<file path="src/rtl/flux_stamp.sv">
module flux_stamp #(
  parameter int CNT_W = 20,
  parameter int TAG_W = 4,
  parameter int DEPTH = 64
) (
  input  logic clk,
  input  logic rst_n,
  input  logic mode_play,
  input  logic index_in,
  input  logic rdata_in,
  output logic wdata_out,
  output logic gap_err
);
  localparam int PTR_W = $clog2(DEPTH);
  localparam logic [PTR_W:0] LAST = (PTR_W + 1)'(DEPTH);
  localparam logic [TAG_W:0] GAP_LIM = (TAG_W + 1)'(2 ** TAG_W);

  logic [2:0] rd_s, ix_s;
  logic [CNT_W-1:0] ref_cnt;
  logic [PTR_W:0] wptr, rptr;
  logic [TAG_W:0] gap_cnt;
  logic armed;
  logic [TAG_W-1:0] mem [DEPTH];

  wire rd_edge = rd_s[1] & ~rd_s[2];
  wire idx_edge = ix_s[1] & ~ix_s[2];
  wire [TAG_W-1:0] tag_now = ref_cnt[TAG_W-1:0];
  wire full = (wptr == LAST);
  wire store = rd_edge & ~idx_edge & ~mode_play;
  wire gap_over = armed & ~mode_play & (gap_cnt == GAP_LIM);
  wire hit = mode_play & ~idx_edge & (rptr < wptr) & (mem[rptr[PTR_W-1:0]] == tag_now);

  always_ff @(posedge clk or negedge rst_n)
    if (!rst_n) begin
      rd_s <= '0;
      ix_s <= '0;
    end else begin
      rd_s <= {rd_s[1:0], rdata_in};
      ix_s <= {ix_s[1:0], index_in};
    end

  always_ff @(posedge clk or negedge rst_n)
    if (!rst_n) ref_cnt <= '0;
    else if (idx_edge) ref_cnt <= '0;
    else ref_cnt <= ref_cnt + 1'b1;

  always_ff @(posedge clk)
    if (store && !full) mem[wptr[PTR_W-1:0]] <= tag_now;

  always_ff @(posedge clk or negedge rst_n)
    if (!rst_n) wptr <= '0;
    else if (idx_edge && !mode_play) wptr <= '0;
    else if (store && !full) wptr <= wptr + 1'b1;

  always_ff @(posedge clk or negedge rst_n)
    if (!rst_n) rptr <= '0;
    else if (idx_edge) rptr <= '0;
    else if (hit) rptr <= rptr + 1'b1;

  always_ff @(posedge clk or negedge rst_n)
    if (!rst_n) gap_cnt <= '0;
    else if (mode_play || idx_edge || rd_edge) gap_cnt <= '0;
    else if (gap_cnt != GAP_LIM) gap_cnt <= gap_cnt + 1'b1;

  always_ff @(posedge clk or negedge rst_n)
    if (!rst_n) begin
      armed <= 1'b0;
      gap_err <= 1'b0;
      wdata_out <= 1'b0;
    end else begin
      armed <= armed | idx_edge;
      gap_err <= gap_err | gap_over | (store & full);
      wdata_out <= hit;
    end

  AST_PULSE_NARROW: assert property (@(posedge clk) disable iff (!rst_n) wdata_out |=> !wdata_out);
  AST_RECORD_SILENT: assert property (@(posedge clk) disable iff (!rst_n) !mode_play |=> !wdata_out);
  AST_READ_BOUND: assert property (@(posedge clk) disable iff (!rst_n) rptr <= wptr);
  AST_ERR_STICKY: assert property (@(posedge clk) disable iff (!rst_n) gap_err |=> gap_err);
  AST_WPTR_CAP: assert property (@(posedge clk) disable iff (!rst_n) wptr <= LAST);
  AST_OVERFLOW_FLAG: assert property (@(posedge clk) disable iff (!rst_n) (store && full) |=> gap_err);
endmodule

</file>
<file path="config.mk">
export PLATFORM = sky130hd
export DESIGN_NAME = flux_stamp
export DESIGN_NICKNAME = d
export VERILOG_FILES = /design/src/rtl/flux_stamp.sv
export SDC_FILE = /design/constraint.sdc
export NUM_CORES = 1
export LEC_CHECK = 0
export BUFFER_PORTS_ARGS = -buffer_cell sky130_fd_sc_hd__buf_4
export CAP_MARGIN = 10
export CORE_MARGIN = 4
export CORE_UTILIZATION = 55
export CTS_BUF_LIST = sky130_fd_sc_hd__clkbuf_4 sky130_fd_sc_hd__clkbuf_8
export DETAILED_ROUTE_END_ITERATION = 16
export GPL_TIMING_DRIVEN = 0
export PLACE_DENSITY_LB_ADDON = 0.08
export SETUP_SLACK_MARGIN = 0.4
export SYNTH_ARGS = -nofsm -noshare
export SYNTH_HDL_FRONTEND = slang
export SYNTH_SLANG_ARGS = --single-unit
export TNS_END_PERCENT = 1
</file>
<file path="constraint.sdc">
create_clock -name clk -period 8.6 [get_ports clk]
set_input_delay 0.86 -clock clk [delete_from_list [all_inputs] [get_ports clk]]
set_output_delay 0.86 -clock clk [all_outputs]
set_load 0.01 [all_outputs]
</file>
==> metrics.txt <==
critical path peak fanout=10; post-layout minimum cycle time=3.72 ns; chip width=around 160 um; initial DRC count=between 600 and 700; CTS tree=done; Buffers & Inverters on Critical Path=3; Critical Path RT=about 9.1 ns; kind of critical path=flop to flop; wire length of the first global-routing pass=roughly 43000 um; antenna diode count=0; Largest delay share family, worst path=buffers and inverters; top flip-flop cell by instance count after synthesis=sky130_fd_sc_hd__edfxtp_1; count of hold buffers inserted by post-cts repair=0; worst min-delay path class=input port to asynchronous set/reset pin; vias in the first global route=6733; normalized max-slew margin=approximately two fifths; clock transition time at the flip-flop clock pins of the worst setup and hold paths=0.06 ns; most frequent standard cell in the layout excluding fill and tap cells=sky130_fd_sc_hd__edfxtp_1; Final setup violation count=0; Period Utilization, post-route=43.3%; area inside the core boundary=~21000 um2; worst-skew pair later-pin latency=roughly 0.57 ns; delay contributed by the slowest stage of the critical path=approximately 0.59 ns; Peak Freq=between 200 and 300 MHz; top-level I/O count=7; run status=complete, no violations; total congestion overflow after global routing=0; syn avg cell area=around 17 um2; Initial Utilization=between 50% and 60%; clock sink count=288; final count of hold timing violations=0; area taken by multi-input logic gates=approximately 3100 um2; via count=6612; Final Max Tran Viols=0; Vert. Die Dim=between 150 and 200 um; number of DRC violations after detailed routing=0; weighted congestion at the end of routability-driven global placement=0.866; Mapped Nets=between 700 and 800; post-synthesis to final-layout area growth=10.8%; pwr dens=roughly 230 nW/um2; number of buffers inserted by post-CTS setup repair=0; async set-reset flop share out of synthesis=between 10 and 15%; Critical Path Slowest Stage Cell=sky130_fd_sc_hd__dfrtp_1; Max Clock Skew=0.0186 ns; count of fill cells added during filler insertion=about 1600; worst IR drop on VDD=approximately 0.00026 V; number of clock buffers inserted by TritonCTS=between 40 and 50; antenna-violating nets left=0; count of synthesis-stage warnings from yosys=0; First-pass DRT Iterations=6; count of flip-flops with a built-in enable after synthesis=roughly 260; Synth Cell Area=12000 um2; sequential share of the synthesized area=approximately 71%; Total Negative Setup Slacks=0 ns; count of buffers inserted at the top-level ports=6; # Max-Cap Violations=0; fraction of final layout cells with drive strength greater than 1=~18%; vias per std cell=6.25; CTS resizes=0; total power of the final layout=0.00311 W; largest net degree at the start of global routing=52; number of buffers on the longest clock path=3; die footprint=about 24000 um2; unrepaired setup endpoints after global routing=false; count of unique library cells instantiated by Yosys=57; total area of sequential cells=approximately 8500 um2; measured slew at the worst slew-check pin=slightly below 0.9 ns; type of element capturing the critical path=flop; number of antenna violations at the first check in global routing=0; critical path's most frequent cell=sky130_fd_sc_hd__buf_2; dpl hpwl=about 18000 um; crit path launch type=flop; commonest cells after routing, fill and taps aside=sky130_fd_sc_hd__edfxtp_1, sky130_fd_sc_hd__nor2_1, sky130_fd_sc_hd__mux2i_1, sky130_fd_sc_hd__clkbuf_8, sky130_fd_sc_hd__dfrtp_1; critical path cell sequence=buf_6 > buf_2 > buf_2 > mux4_2 > a211oi_1 > a22oi_1 > mux2i_1 > o221ai_2 > or4_1 > a21oi_1; Root Buffer=sky130_fd_sc_hd__clkbuf_8; flops & latches, synth=~290; std cell rows=53; post-detailed-routing wire length=between 20000 and 30000 um; static leakage power=4.30 nW; number of nets in the layout=approximately 770; Data arrival, critical path=about 4.2 ns; count of mapped cells out of synthesis=just under 700; GRT Total Usage=24.0%; H-tree level count=2; routed length per placed instance=26.4 um
[report_power, final]
part	total [W]	switching, W	leakage, nW	internal, W
logic	0.000330	0.000208	1.11	0.000122
registers	0.00171	0.0000600	2.75	0.00165
clock network	0.00106	0.000503	0.440	0.000562
total	0.00311	0.000771	4.30	0.00233
[metrics by stage]
stage	hold WS (ns)	utilization, %	cell area, um2	instances	setup slack (ns)
finish	0.247	62.7	13300	1058	4.88
detailed placement	0.339	58.8	12500	980	4.91
global route	0.251	62.7	13300	1058	4.69
floorplan	0.331	-	12000	695	5.90
CTS	0.230	62.7	13300	1058	4.90
global placement	0.337	58.4	12400	976	4.98
[cell families (layout without fill, tap and decap cells)]
logic type               count (synthesis)  after routing  synth area share [%]
AO/OA/AOI/OAI                           78             78                  4.71
XOR/XNOR                                12             12                 0.876
adder cells (fa/ha/maj)                 12             12                  1.25
buffers and inverters                   45            133                  3.09
flip-flops                             288            288                  70.7
multiplexers                            97             97                  13.0
AND/OR/NAND/NOR                        163            163                  6.36
[layout make-up]
cell class / count / share of cell area (%)
sequential: 288 / 63.8
clock buffer: 63 / 5.62
tap: 275 / 2.59
inverter: 13 / 0.367
buffer: 32 / 2.42
multi-input combinational: 362 / 23.6
timing repair buffer: 10 / 0.941
clock inverter: 15 / 0.574
[state kept, by name (all words and copies together), names as in the netlist]
| name | flops |
|---|---|
| wptr | 7 |
| mem | 256 |
| ix_s | 3 |
| armed | 1 |
| ref_cnt | 4 |
| gap_err | 1 |
| rd_s | 3 |
| rptr | 7 |
| gap_cnt | 5 |
| wdata_out | 1 |
[metal layers]
layer  global-route usage (%)  vias to the layer above  routed length, um
li1                         -                     2899                  -
met1                     33.3                     3372              11500
met2                     38.8                      287              13700
met3                     5.13                       54               2000
met4                     7.59                        0                707
met5                        0                        -                  0
[cells in the mapped netlist, drive strengths merged, types with 3 or more instances]
master  number  area [um2]
nor2        83         312
clkbuf      15         130
nand4        5        31.3
nor3         6        35.0
nor4         5        31.3
a22oi       15         113
nand3       18        90.1
mux4        42        1010
ha          12         150
clkinv       3        11.3
edfxtp     256        7690
o21a         3        23.8
o21ai        9        48.8
inv         10        37.5
nand2b       9        56.3
mux2i       54         541
o221ai       8        76.3
xnor2        9        78.8
buf         16         183
dfrtp       32         801
o22ai        7        43.8
xor2         3        26.3
nand2       16        60.1
a221oi      10        93.8
and2         5        32.5
nor2b        7        43.8
a211oi       6        45.0
a21oi       13        65.1
[final timing paths]
path	from	end	slack (ns)	cells past startpoint
worst min-delay path	rst_n	gap_cnt[2]	0.25	1
min in group clk	ix_s[0]	ix_s[1]	0.36	0
worst max-delay path	rptr[1]	rptr[0]	4.88	10
worst max register to register	rptr[1]	rptr[0]	4.88	10
max in group asynchronous	rst_n	ref_cnt[3]	8.03	1
worst min register to register	ix_s[0]	ix_s[1]	0.36	0
No activity file was read; power rests on OpenSTA's default activity.
